$ cat src/rtl/ts_cap_pkg.sv
package ts_cap_pkg;
  localparam int unsigned WORD_W    = 32;
  localparam int unsigned FLAG_BIT  = 16;
  localparam int unsigned NUM_DIR   = 2;
  localparam int unsigned WORDS_PER = 4;
  typedef enum logic [1:0] {
    W_STAT = 2'd0,
    W_TLO  = 2'd1,
    W_THI  = 2'd2,
    W_ENA  = 2'd3
  } word_sel_e;
endpackage

$ cat src/rtl/ts_cap_slot.sv
module ts_cap_slot
  import ts_cap_pkg::*;
#(
  parameter int unsigned SEQ_W = 16
) (
  input  logic              clk,
  input  logic              rst_n,
  input  logic              cap_valid,
  input  logic [SEQ_W-1:0]  cap_seq,
  output logic              cap_ready,
  input  logic [2*WORD_W-1:0] time_now,
  input  logic              wr_en,
  input  logic [1:0]        wr_sel,
  input  logic [WORD_W-1:0] wr_data,
  output logic [WORD_W-1:0] stat_word,
  output logic [WORD_W-1:0] tlo_word,
  output logic [WORD_W-1:0] thi_word,
  output logic [WORD_W-1:0] ena_word
);
  logic                 held_q;
  logic                 en_q;
  logic [SEQ_W-1:0]     seq_q;
  logic [2*WORD_W-1:0]  ts_q;
  logic                 rearm;
  logic                 cap_fire;

  assign rearm     = wr_en && (wr_sel == W_STAT) && wr_data[FLAG_BIT];
  assign cap_ready = en_q && !held_q && !rearm;
  assign cap_fire  = cap_valid && cap_ready;

  always_ff @(posedge clk) begin
    if (!rst_n) begin
      held_q <= 1'b0;
      en_q   <= 1'b0;
      seq_q  <= '0;
      ts_q   <= '0;
    end else begin
      if (wr_en && (wr_sel == W_ENA)) en_q <= |wr_data;
      if (rearm) begin
        held_q <= 1'b0;
      end else if (cap_fire) begin
        held_q <= 1'b1;
        seq_q  <= cap_seq;
        ts_q   <= time_now;
      end
    end
  end

  always_comb begin
    stat_word = '0;
    stat_word[SEQ_W-1:0] = seq_q;
    stat_word[FLAG_BIT]  = held_q;
    ena_word = '0;
    ena_word[0] = en_q;
  end
  assign tlo_word = ts_q[WORD_W-1:0];
  assign thi_word = ts_q[2*WORD_W-1:WORD_W];

  p_capture_sets_flag_r2: assert property (@(posedge clk) disable iff (!rst_n)
    cap_valid && cap_ready |=> held_q && seq_q == $past(cap_seq));
  p_held_keeps_time_r3: assert property (@(posedge clk) disable iff (!rst_n)
    held_q |=> $stable(ts_q) && $stable(seq_q));
  p_rearm_clears_r4: assert property (@(posedge clk) disable iff (!rst_n)
    rearm |=> !held_q);
  p_disabled_drops_r5: assert property (@(posedge clk) disable iff (!rst_n)
    !en_q && !held_q |=> !held_q);
  p_rearm_wins_r6: assert property (@(posedge clk) disable iff (!rst_n)
    rearm && cap_valid |=> !held_q && $stable(ts_q));
endmodule

$ cat src/rtl/ts_reg_rdmux.sv
module ts_reg_rdmux
  import ts_cap_pkg::*;
#(
  parameter int unsigned N_WORDS = NUM_DIR * WORDS_PER
) (
  input  logic [N_WORDS*WORD_W-1:0]  words,
  input  logic [$clog2(N_WORDS)-1:0] sel,
  output logic [WORD_W-1:0]          rdata
);
  assign rdata = words[sel*WORD_W +: WORD_W];
endmodule

$ cat src/rtl/ts_capture_pair.sv
module ts_capture_pair
  import ts_cap_pkg::*;
#(
  parameter int unsigned SEQ_W = 16
) (
  input  logic                clk,
  input  logic                rst_n,
  input  logic [63:0]         time_now,
  input  logic                rx_cap_valid,
  input  logic [SEQ_W-1:0]    rx_cap_seq,
  output logic                rx_cap_ready,
  input  logic                tx_cap_valid,
  input  logic [SEQ_W-1:0]    tx_cap_seq,
  output logic                tx_cap_ready,
  input  logic                reg_wr_en,
  input  logic [2:0]          reg_addr,
  input  logic [31:0]         reg_wdata,
  output logic [31:0]         reg_rdata
);
  localparam int unsigned N_WORDS = NUM_DIR * WORDS_PER;

  logic [NUM_DIR-1:0]   v_arr;
  logic [SEQ_W-1:0]     s_arr [NUM_DIR];
  logic [NUM_DIR-1:0]   r_arr;
  logic [N_WORDS*WORD_W-1:0] all_words;

  assign v_arr    = {tx_cap_valid, rx_cap_valid};
  assign s_arr[0] = rx_cap_seq;
  assign s_arr[1] = tx_cap_seq;
  assign rx_cap_ready = r_arr[0];
  assign tx_cap_ready = r_arr[1];

  for (genvar d = 0; d < NUM_DIR; d++) begin : g_dir
    localparam int unsigned B = d * WORDS_PER * WORD_W;
    logic slot_wr;
    assign slot_wr = reg_wr_en && (reg_addr[2] == 1'(d));
    ts_cap_slot #(.SEQ_W(SEQ_W)) i_slot (
      .clk      (clk),
      .rst_n    (rst_n),
      .cap_valid(v_arr[d]),
      .cap_seq  (s_arr[d]),
      .cap_ready(r_arr[d]),
      .time_now (time_now),
      .wr_en    (slot_wr),
      .wr_sel   (reg_addr[1:0]),
      .wr_data  (reg_wdata),
      .stat_word(all_words[B + 0*WORD_W +: WORD_W]),
      .tlo_word (all_words[B + 1*WORD_W +: WORD_W]),
      .thi_word (all_words[B + 2*WORD_W +: WORD_W]),
      .ena_word (all_words[B + 3*WORD_W +: WORD_W])
    );
  end

  ts_reg_rdmux #(.N_WORDS(N_WORDS)) i_rdmux (
    .words(all_words),
    .sel  (reg_addr),
    .rdata(reg_rdata)
  );

  p_slots_apart_r7: assert property (@(posedge clk) disable iff (!rst_n)
    reg_wr_en && reg_addr[2] && !rx_cap_valid |=>
      $stable(all_words[WORDS_PER*WORD_W-1:0]));
endmodule

$ cat config.mk
export PLATFORM = sky130hd
export DESIGN_NAME = ts_capture_pair
export DESIGN_NICKNAME = d
export VERILOG_FILES = /design/src/rtl/ts_cap_pkg.sv /design/src/rtl/ts_cap_slot.sv /design/src/rtl/ts_reg_rdmux.sv /design/src/rtl/ts_capture_pair.sv
export SDC_FILE = /design/constraint.sdc
export NUM_CORES = 1
export LEC_CHECK = 0
export BUFFER_PORTS_ARGS = -buffer_cell sky130_fd_sc_hd__buf_4
export CORE_MARGIN = 8
export CORE_UTILIZATION = 46
export CTS_BUF_LIST = sky130_fd_sc_hd__clkbuf_8 sky130_fd_sc_hd__clkbuf_16
export CTS_CLUSTER_DIAMETER = 200
export DETAILED_ROUTE_END_ITERATION = 6
export PLACE_DENSITY = 0.69
export SYNTH_ARGS = -nofsm -noshare
export SYNTH_HDL_FRONTEND = slang
export SYNTH_SLANG_ARGS = --single-unit
$ cat constraint.sdc
create_clock -name clk -period 3.1 [get_ports clk]
set_input_delay 0.31 -clock clk [delete_from_list [all_inputs] [get_ports clk]]
set_output_delay 0.31 -clock clk [all_outputs]
set_load 0.02 [all_outputs]
After elaboration in Yosys (flattened, before gate mapping)
Index checks and enable logic that the tools add are counted.
W data, S select, Z words.
{"block": "totals", "register_bits": 164, "in_bits": 136, "output_inout_bits": 34, "wordCells": 38}
{"block": "classes", "n_eq_ne": 1, "n_shift": 1, "n_bitwise": 4, "n_reduce_logical": 24}
{"op": "$shiftx A256 B9 Y32", "n": 1}
{"op": "$reduce_or A32 Y1", "n": 1}
{"op": "$logic_and A1 B1 Y1", "n": 14}
{"op": "$logic_not A1 Y1", "n": 4}
{"op": "$not A1 Y1", "n": 4}
{"op": "$reduce_and A2 Y1", "n": 2}
{"op": "$reduce_or A2 Y1", "n": 2}
{"op": "$eq A2 B2 Y1 const B", "n": 1}
{"op": "$logic_not A2 Y1", "n": 1}

Logic depth before layout (Yosys ltp)
Gate-level depths: netlist (run 1).
{"block": "depth", "depth_word": 8, "depth_mapped": 6, "ltp_nobuf": 3}

Hierarchy
A second synthesis (run 1) with hierarchy kept.
{"block": "unflattened", "hier_cells": 1026, "area_unflattened_um2": 11313.4}
{"module": "ts_cap_slot", "n_inst": 2, "cells_per_inst": 455, "area_each_um2": 4611.9, "seq_area_each_um2": 1641.6}
{"module": "ts_reg_rdmux", "n_inst": 1, "cells_per_inst": 114, "area_each_um2": 2073.2, "seq_area_each_um2": 0.0}
{"module": "ts_capture_pair", "n_inst": 1, "cells_per_inst": 2, "area_each_um2": 16.3, "seq_area_each_um2": 0.0}

Worst setup path after synthesis (run 1)
OpenSTA, ideal clock, no wires.
{"block": "synth_timing", "path_kind": "input -> output", "from": "input reg_addr[1]", "to": "output reg_rdata[12]", "t_arrival_ns": 1.501, "slack_ns": 1.289, "cell_stages": 5, "cell_sequence": "inv_1 > buf_2 > clkbuf_1 > o21ai_0 > a221oi_1"}
{"block": "synth_between", "elab_chain_cells": 1}
{"element": "start: declaration", "line": "ts_capture_pair.sv:16", "text": "input logic [2:0] reg_addr,"}
{"element": "$shiftx A256 B9 Y32", "line": "ts_reg_rdmux.sv:10", "text": "assign rdata = words[sel*WORD_W +: WORD_W];"}
{"element": "end: declaration", "line": "ts_capture_pair.sv:18", "text": "output logic [31:0] reg_rdata"}
Every way passes these cells.

Final worst setup path (run 1)
{"block": "layout_timing", "from": "input reg_addr[0]", "to": "output reg_rdata[0]"}
Same word-level chain as after synthesis.

==> metrics.log, run 1 <==
[metrics] outcome: complete, no violations
[metrics] antenna diode instance count: 0
[metrics] cell area after synthesis: 0.00794 mm2
[metrics] area fraction of the dominant cell type after synthesis: 0.413
[metrics] top cells by area, synth: dfxtp_1 (41%), mux2i_1 (20%), nand2_1 (13%)
[metrics] Setup-failing EPs final: 0
[metrics] Layout area overhead: 23.1%
[metrics] die extent in x: between 100 and 150 um
[metrics] clock tree from TritonCTS: built
[metrics] Max IR drop VDD: 0.000406 V
[metrics] remaining global-route overflow: 0
[metrics] Vias per Instance: about 5.3
[metrics] Setup crit start kind: input pin
[metrics] residual antenna-violating net count after detailed routing: 0
[metrics] Rows: between 40 and 50
[metrics] actual transition at the worst max-transition pin: approximately 0.66 ns
[metrics] crit path setup slack, layout: 0.794 ns
[metrics] post-synthesis cell type with the largest combined area: dfxtp_1
[metrics] Post-DP Area: between 0.009 and 0.01 mm2
[metrics] placer's final routability congestion estimate: 0.764
[metrics] vias in the first global route: approximately 6700
[metrics] number of antenna violations at the first check in global routing: 0
[metrics] post-detailed-route DRC marker count: 0
[metrics] Final HPWL DP: roughly 15000 um
[metrics] global-route wire length before repair: approximately 35000 um
[metrics] most common flop cell mapped by yosys: dfxtp_1
[metrics] commonest non-fill, non-tap cell in the layout: nand2_1
[metrics] Routed WL per cell: around 17 um
[metrics] clk root buf: clkbuf_16
[metrics] final core area utilization: 0.571
[metrics] die outline area: 0.0217 mm2
[metrics] Post-synth EDFFs: 0
[metrics] setup repair after global routing missed its margin: no
[metrics] core outline area: between 0.015 and 0.02 mm2
[metrics] category of the worst setup path capture point: primary output
[metrics] setup total negative slack: 0 ns
[metrics] effective utilization at floorplan: 0.464
[metrics] share of flip-flops with an asynchronous set or reset: 0
[metrics] Post-CTS Setup Bufs: 0
[metrics] area of all placed cells without fillers: just under 0.01 mm2
[metrics] portion of the post-synthesis area used by sequential elements: 0.413
[metrics] cell leakage power: around 3.8 nW
[metrics] Inserted Clock Buffers: 17
[metrics] total of max-cap violations: 0
[metrics] Max Clock Freq: about 0.43 GHz
[metrics] arrival time of the worst setup path: around 2.0 ns
[metrics] total number of vias: roughly 6700
[metrics] number of slew-limit violations in the final report: 0
[metrics] final worst path period share: 0.744
[metrics] average instance area after synthesis: roughly 8.8 um2
[metrics] overall fraction of global-route tracks in use: 0.196
[metrics] total power per unit cell area: ~500 mW/mm2
[metrics] Seq cells post-synth: 164
[metrics] number of buffers between clock root and the deepest sink: 2
[metrics] Post-Syn Instances: ~900
[metrics] post-route minimum period: roughly 2.3 ns
[metrics] number of iterations in the first detailed-routing pass: 5
[metrics] pin count of the biggest net entering global routing: 94
[metrics] post-layout net count: 1159
[metrics] post-synth cell types: 32
[metrics] largest driver fanout on the critical path: 44
[metrics] number of buffers inserted for hold repair after clock tree synthesis: 0
[metrics] smallest hold slack: 0.140 ns
[metrics] total wirelength of the detailed-routed design: about 22000 um
[metrics] fraction of final layout cells with drive strength greater than 1: 0.214
[metrics] synthesized net count: 1035
[metrics] worst setup skew after layout: around 0.0045 ns
[metrics] worst slack after detailed placement: around 0.8 ns
[metrics] number of hold-slack violations in the final timing report: 0
[metrics] WP data required: between 2 and 3 ns
[metrics] IO Pins: 170
[metrics] First DRT Iteration DRCs: between 300 and 400
[metrics] worst slew margin relative to its limit: 0.562
[metrics] total number of clock tree sinks: between 150 and 200
[metrics] count of instances resized after the clock tree is built: 0
[metrics] yosys synthesis warning count: 0
[metrics] maximum level of the CTS H-tree: 4
[metrics] critical setup path kind: in -> out
[metrics] path category of the worst min-delay check: in -> reg
[metrics] most frequent cells in the layout: nand2_1 (273), buf_4 (182), dfxtp_1 (164)
[metrics] Clock Pin Slew Worst Setup and Hold Paths: 0.06 ns
[metrics] height of the chip: around 150 um
[metrics] clock insertion delay at the later pin of the skew report: 0.42 ns
[metrics] Port Buffers: roughly 170
==> state kept, by name, indices dropped and copies added, names as in the netlist <==
name                 flops
g_dir.i_slot.seq_q      32
g_dir.i_slot.ts_q      128
g_dir.i_slot.en_q        2
g_dir.i_slot.held_q      2
==> cells by family (layout without fill, tap and decap cells) <==
kind of cell,after synthesis,count (layout),synth area share
buffers and inverters,85,221,0.0687
DFF,164,164,0.413
AOI/OAI and AO/OA,132,132,0.119
and+or+nand+nor,355,355,0.190
muxes,163,163,0.209
==> area by class of cell <==
| cell class | count | area, um2 |
|---|---|---|
| clock buffers | 20 | 467 |
| clock inverters | 11 | 134 |
| fillers | 1579 | 7340 |
| inverters | 3 | 11.3 |
| multi-input cells | 650 | 4140 |
| flip-flops and latches | 164 | 3280 |
| well taps | 225 | 282 |
| repair buffers | 187 | 1460 |
==> power by group <==
| group | leakage [nW] | switching [mW] | internal [mW] |
|---|---|---|---|
| Combinational | 2.17 | 0.321 | 0.258 |
| Clock | 0.304 | 0.833 | 1.32 |
| Sequential | 1.32 | 0.0166 | 2.14 |
==> critical path, stage by stage <==
cell and delay [ns]:
buf_4 0.37, buf_4 0.35, mux4_2 0.52, mux2_2 0.28, buf_4 0.16
==> Yosys cell counts, types with 2 or more instances <==
cell / n
a21oi_1: 15
o21ai_0: 48
and3b_1: 2
buf_4: 4
o211a_1: 18
inv_1: 2
dfxtp_1: 164
nor2_1: 17
a221oi_1: 31
nor2b_1: 31
buf_2: 11
nor4_1: 8
a31oi_1: 2
and4_1: 3
mux2i_1: 160
nand2b_1: 16
buf_12: 8
nand2_1: 273
buf_6: 9
clkbuf_1: 49
o221ai_1: 16
mux4_2: 2
==> worst paths after layout <==
path | cells past startpoint | from | to | slack (ns)
max reg2reg | 4 | g_dir[1].i_slot.en_q | g_dir[1].i_slot.seq_q[3] | 1.23
min | 3 | rx_cap_seq[9] | g_dir[0].i_slot.seq_q[9] | 0.14
min reg2reg | 2 | g_dir[1].i_slot.ts_q[19] | g_dir[1].i_slot.ts_q[19] | 0.45
max | 5 | reg_addr[0] | reg_rdata[0] | 0.79
==> per-stage QoR <==
step                instances  total power [mW]
global route             1260              5.07
CTS                      1260              4.92
global placement         1229              2.78
floorplan                 899              2.52
detailed placement       1229              2.78
finish                   1260              4.88
==> metal layers <==
layer / part of all wire / up-vias / global-route usage
met3: 0.063 / 20 / 0.0602
met2: 0.47 / 180 / 0.317
li1: - / 3332 / -
met5: 0 / - / 0
met1: 0.45 / 3206 / 0.245
met4: 0.016 / 0 / 0.0627
Power figures use the tool's default switching activity.
==> inputs of run 2 (changes only) <==
--- a/config.mk
+++ b/config.mk
@@ -11,7 +11,7 @@
 export CTS_BUF_LIST = sky130_fd_sc_hd__clkbuf_8 sky130_fd_sc_hd__clkbuf_16
 export CTS_CLUSTER_DIAMETER = 200
 export DETAILED_ROUTE_END_ITERATION = 6
-export PLACE_DENSITY = 0.69
+export PLACE_DENSITY = 0.72
 export SYNTH_ARGS = -nofsm -noshare
 export SYNTH_HDL_FRONTEND = slang
 export SYNTH_SLANG_ARGS = --single-unit
==> constraint.sdc (replaced) <==
create_clock -name clk -period 1.9 [get_ports clk]
set_input_delay 0.19 -clock clk [delete_from_list [all_inputs] [get_ports clk]]
set_output_delay 0.19 -clock clk [all_outputs]
set_load 0.02 [all_outputs]
==> metrics.log, run 2 (synthesis gave the netlist of run 1 again) <==
[metrics] Setup crit start kind: flop (was input pin)
[metrics] actual transition at the worst max-transition pin: 0.561 ns (was 0.656 ns)
[metrics] Max Clock Freq: between 0.5 and 0.6 GHz
[metrics] Max IR drop VDD: 0.000639 V (was 0.000406 V)
[metrics] commonest non-fill, non-tap cell in the layout: nand2_1 (unchanged)
[metrics] count of instances resized after the clock tree is built: 0 (unchanged)
[metrics] Vias per Instance: 5.38 (was 5.35)
[metrics] number of buffers inserted for hold repair after clock tree synthesis: 0 (unchanged)
[metrics] final worst path period share: 0.979
[metrics] largest registers ranked by flip-flop count: g_dir.i_slot.ts_q (128), g_dir.i_slot.seq_q (32) (unchanged)
[metrics] overall fraction of global-route tracks in use: 0.200 (was 0.196)
[metrics] cells along the critical path: nand2b_1 -> o221ai_1 -> a221oi_1 -> buf_4 (was buf_4 -> buf_4 -> mux4_2 -> mux2_2 -> buf_4)
[metrics] most frequent cells in the layout: nand2_1 (273), buf_4 (182), dfxtp_1 (163) (was nand2_1 (273), buf_4 (182), dfxtp_1 (164))
[metrics] vias in the first global route: 6908 (was 6689)
[metrics] placer's final routability congestion estimate: 0.801 (was 0.764)
[metrics] max FFs per register: 128 (unchanged)
[metrics] critical setup path kind: reg -> out (was in -> out)
[metrics] antenna diode instance count: 0 (unchanged)
[metrics] residual antenna-violating net count after detailed routing: 0 (unchanged)
[metrics] post-layout net count: 1170 (was 1159)
[metrics] count of filler cells inserted in the layout: 1496 (was 1579)
[metrics] total number of vias: 6842 (was 6738)
[metrics] critical register-to-register path startpoint: g_dir[0].i_slot.en_q (was g_dir[1].i_slot.en_q)
[metrics] sink of the worst hold path: g_dir[1].i_slot.seq_q[11] (was g_dir[0].i_slot.seq_q[9])
[metrics] total of max-cap violations: 0 (unchanged)
[metrics] smallest hold slack: 0.0196 ns (was 0.140 ns)
[metrics] Final HPWL DP: 15300 um (was 14900 um)
[metrics] arrival time of the worst setup path: 1.67 ns (was 2.00 ns)
[metrics] r2r setup slk: 0.23 ns (was 1.23 ns)
[metrics] number of buffers between clock root and the deepest sink: 2 (unchanged)
[metrics] worst slew margin relative to its limit: 0.625 (was 0.562)
[metrics] Clock Pin Slew Worst Setup and Hold Paths: 0.06 ns (about the same)
[metrics] die extent in x: 147 um (unchanged)
[metrics] Post-CTS Setup Bufs: 0 (unchanged)
[metrics] effective utilization at floorplan: 0.464 (unchanged)
[metrics] cell leakage power: 3.88 nW (was 3.80 nW)
[metrics] core outline area: 0.0171 mm2 (unchanged)
[metrics] number of slew-limit violations in the final report: 0 (unchanged)
[metrics] post-detailed-route DRC marker count: 0 (unchanged)
[metrics] Inserted Clock Buffers: 17 (unchanged)
[metrics] total number of clock tree sinks: 164 (unchanged)
[metrics] remaining global-route overflow: 0 (unchanged)
[metrics] number of hold-slack violations in the final timing report: 0 (unchanged)
[metrics] path category of the worst min-delay check: in -> reg (unchanged)
[metrics] Rows: 48 (unchanged)
[metrics] post-route minimum period: between 1.5 and 2 ns
[metrics] die outline area: 0.0217 mm2 (unchanged)
[metrics] clock insertion delay at the later pin of the skew report: 0.42 ns (about the same)
[metrics] First DRT Iteration DRCs: 398 (was 378)
[metrics] number of iterations in the first detailed-routing pass: 5 (unchanged)
[metrics] worst setup skew after layout: 0.00685 ns (was 0.00452 ns)
[metrics] Layout area overhead: 25.8% (was 23.1%)
[metrics] setup repair after global routing missed its margin: no (unchanged)
[metrics] top register by number of flip-flops: g_dir.i_slot.ts_q (unchanged)
[metrics] fraction of final layout cells with drive strength greater than 1: 0.227 (was 0.214)
[metrics] Routed WL per cell: 17.2 um (was 17.3 um)
[metrics] global-route wire length before repair: 35400 um (was 34500 um)
[metrics] total power per unit cell area: 783 mW/mm2 (was 499 mW/mm2)
[metrics] worst-case reg-to-reg path depth: 4 (unchanged)
[metrics] maximum level of the CTS H-tree: 4 (unchanged)
[metrics] clk root buf: clkbuf_16 (unchanged)
[metrics] slowest CP cell: a221oi_1 (was mux4_2)
[metrics] height of the chip: 147 um (unchanged)
[metrics] number of antenna violations at the first check in global routing: 0 (unchanged)
[metrics] Port Buffers: 169 (unchanged)
[metrics] largest stage delay on the critical path: 0.50 ns (was 0.52 ns)
[metrics] largest driver fanout on the critical path: 2 (was 44)
[metrics] IO Pins: 170 (unchanged)
[metrics] cell count of the worst hold path: 3 (unchanged)
[metrics] setup total negative slack: 0 ns (unchanged)
[metrics] total wirelength of the detailed-routed design: 21900 um (was 21800 um)
[metrics] clock tree from TritonCTS: built (unchanged)
[metrics] category of the worst setup path capture point: primary output (unchanged)
[metrics] endpoint of the worst register-to-register path: g_dir[0].i_slot.ts_q[51] (was g_dir[1].i_slot.seq_q[3])
[metrics] WP data required: 1.71 ns (was 2.79 ns)
[metrics] Setup-failing EPs final: 0 (unchanged)
[metrics] outcome: complete, no violations (unchanged)
[metrics] pin count of the biggest net entering global routing: 61 (was 94)
[metrics] startpoint of the lowest-slack hold path: tx_cap_seq[11] (was rx_cap_seq[9])
[run 2: layout make-up]
| cell class | count | area (um2) | area share |
|---|---|---|---|
| multi-input combinational | 650 | 4160 | 0.417 |
| timing repair buffer | 198 | 1670 | 0.167 |
| sequential | 164 | 3290 | 0.329 |
| clock buffer | 22 | 494 | 0.0495 |
| clock inverter | 10 | 81.3 | 0.00814 |
| tap | 225 | 282 | 0.0282 |
| inverter | 3 | 11.3 | 0.00113 |
[run 2: how the worst max path moves through the flow]
stage	cells after the start	endpoint	from	slack [ns]
after floorplan	5	reg_rdata[12]	reg_addr[1]	0.33
after global placement	5	reg_rdata[0]	reg_addr[0]	0.22
after detailed placement	6	reg_rdata[22]	reg_addr[0]	0.19
after CTS	4	reg_rdata[16]	g_dir[0].i_slot.held_q	0.005
after global routing	3	reg_rdata[0]	g_dir[1].i_slot.en_q	0.005
final	4	reg_rdata[9]	g_dir[1].i_slot.ts_q[9]	0.04
[run 2: layer usage]
metal	vias to the layer above	share of wire	track usage
li1	3374	-	-
met1	3202	0.44	0.252
met2	233	0.47	0.322
met3	33	0.076	0.0599
met4	0	0.021	0.0653
met5	-	0	0
[run 2: per-stage QoR]
step	instances	utilization	power [mW]	area (um2)	setup slack [ns]
global route	1272	0.584	8.12	9990	0.00535
CTS	1272	0.582	7.88	9960	0.00514
finish	1272	0.584	7.82	9990	0.0394
global placement	1240	0.548	4.57	9390	0.217
detailed placement	1240	0.548	4.57	9390	0.190
floorplan	899	-	4.11	7940	0.329
[run 2: worst max-delay path: cells and delay by family (launching register included)]
kind,cells,cell delay [ns]
buf+inv,1,0.24
simple gates,1,0.10
flops,1,0.32
compound gates,2,0.60
[run 2: report_power, final]
group / internal [mW] / switching, mW / total, mW
logic: 0.456 / 0.533 / 0.990
registers: 3.49 / 0.0263 / 3.51
clock network: 1.96 / 1.36 / 3.32
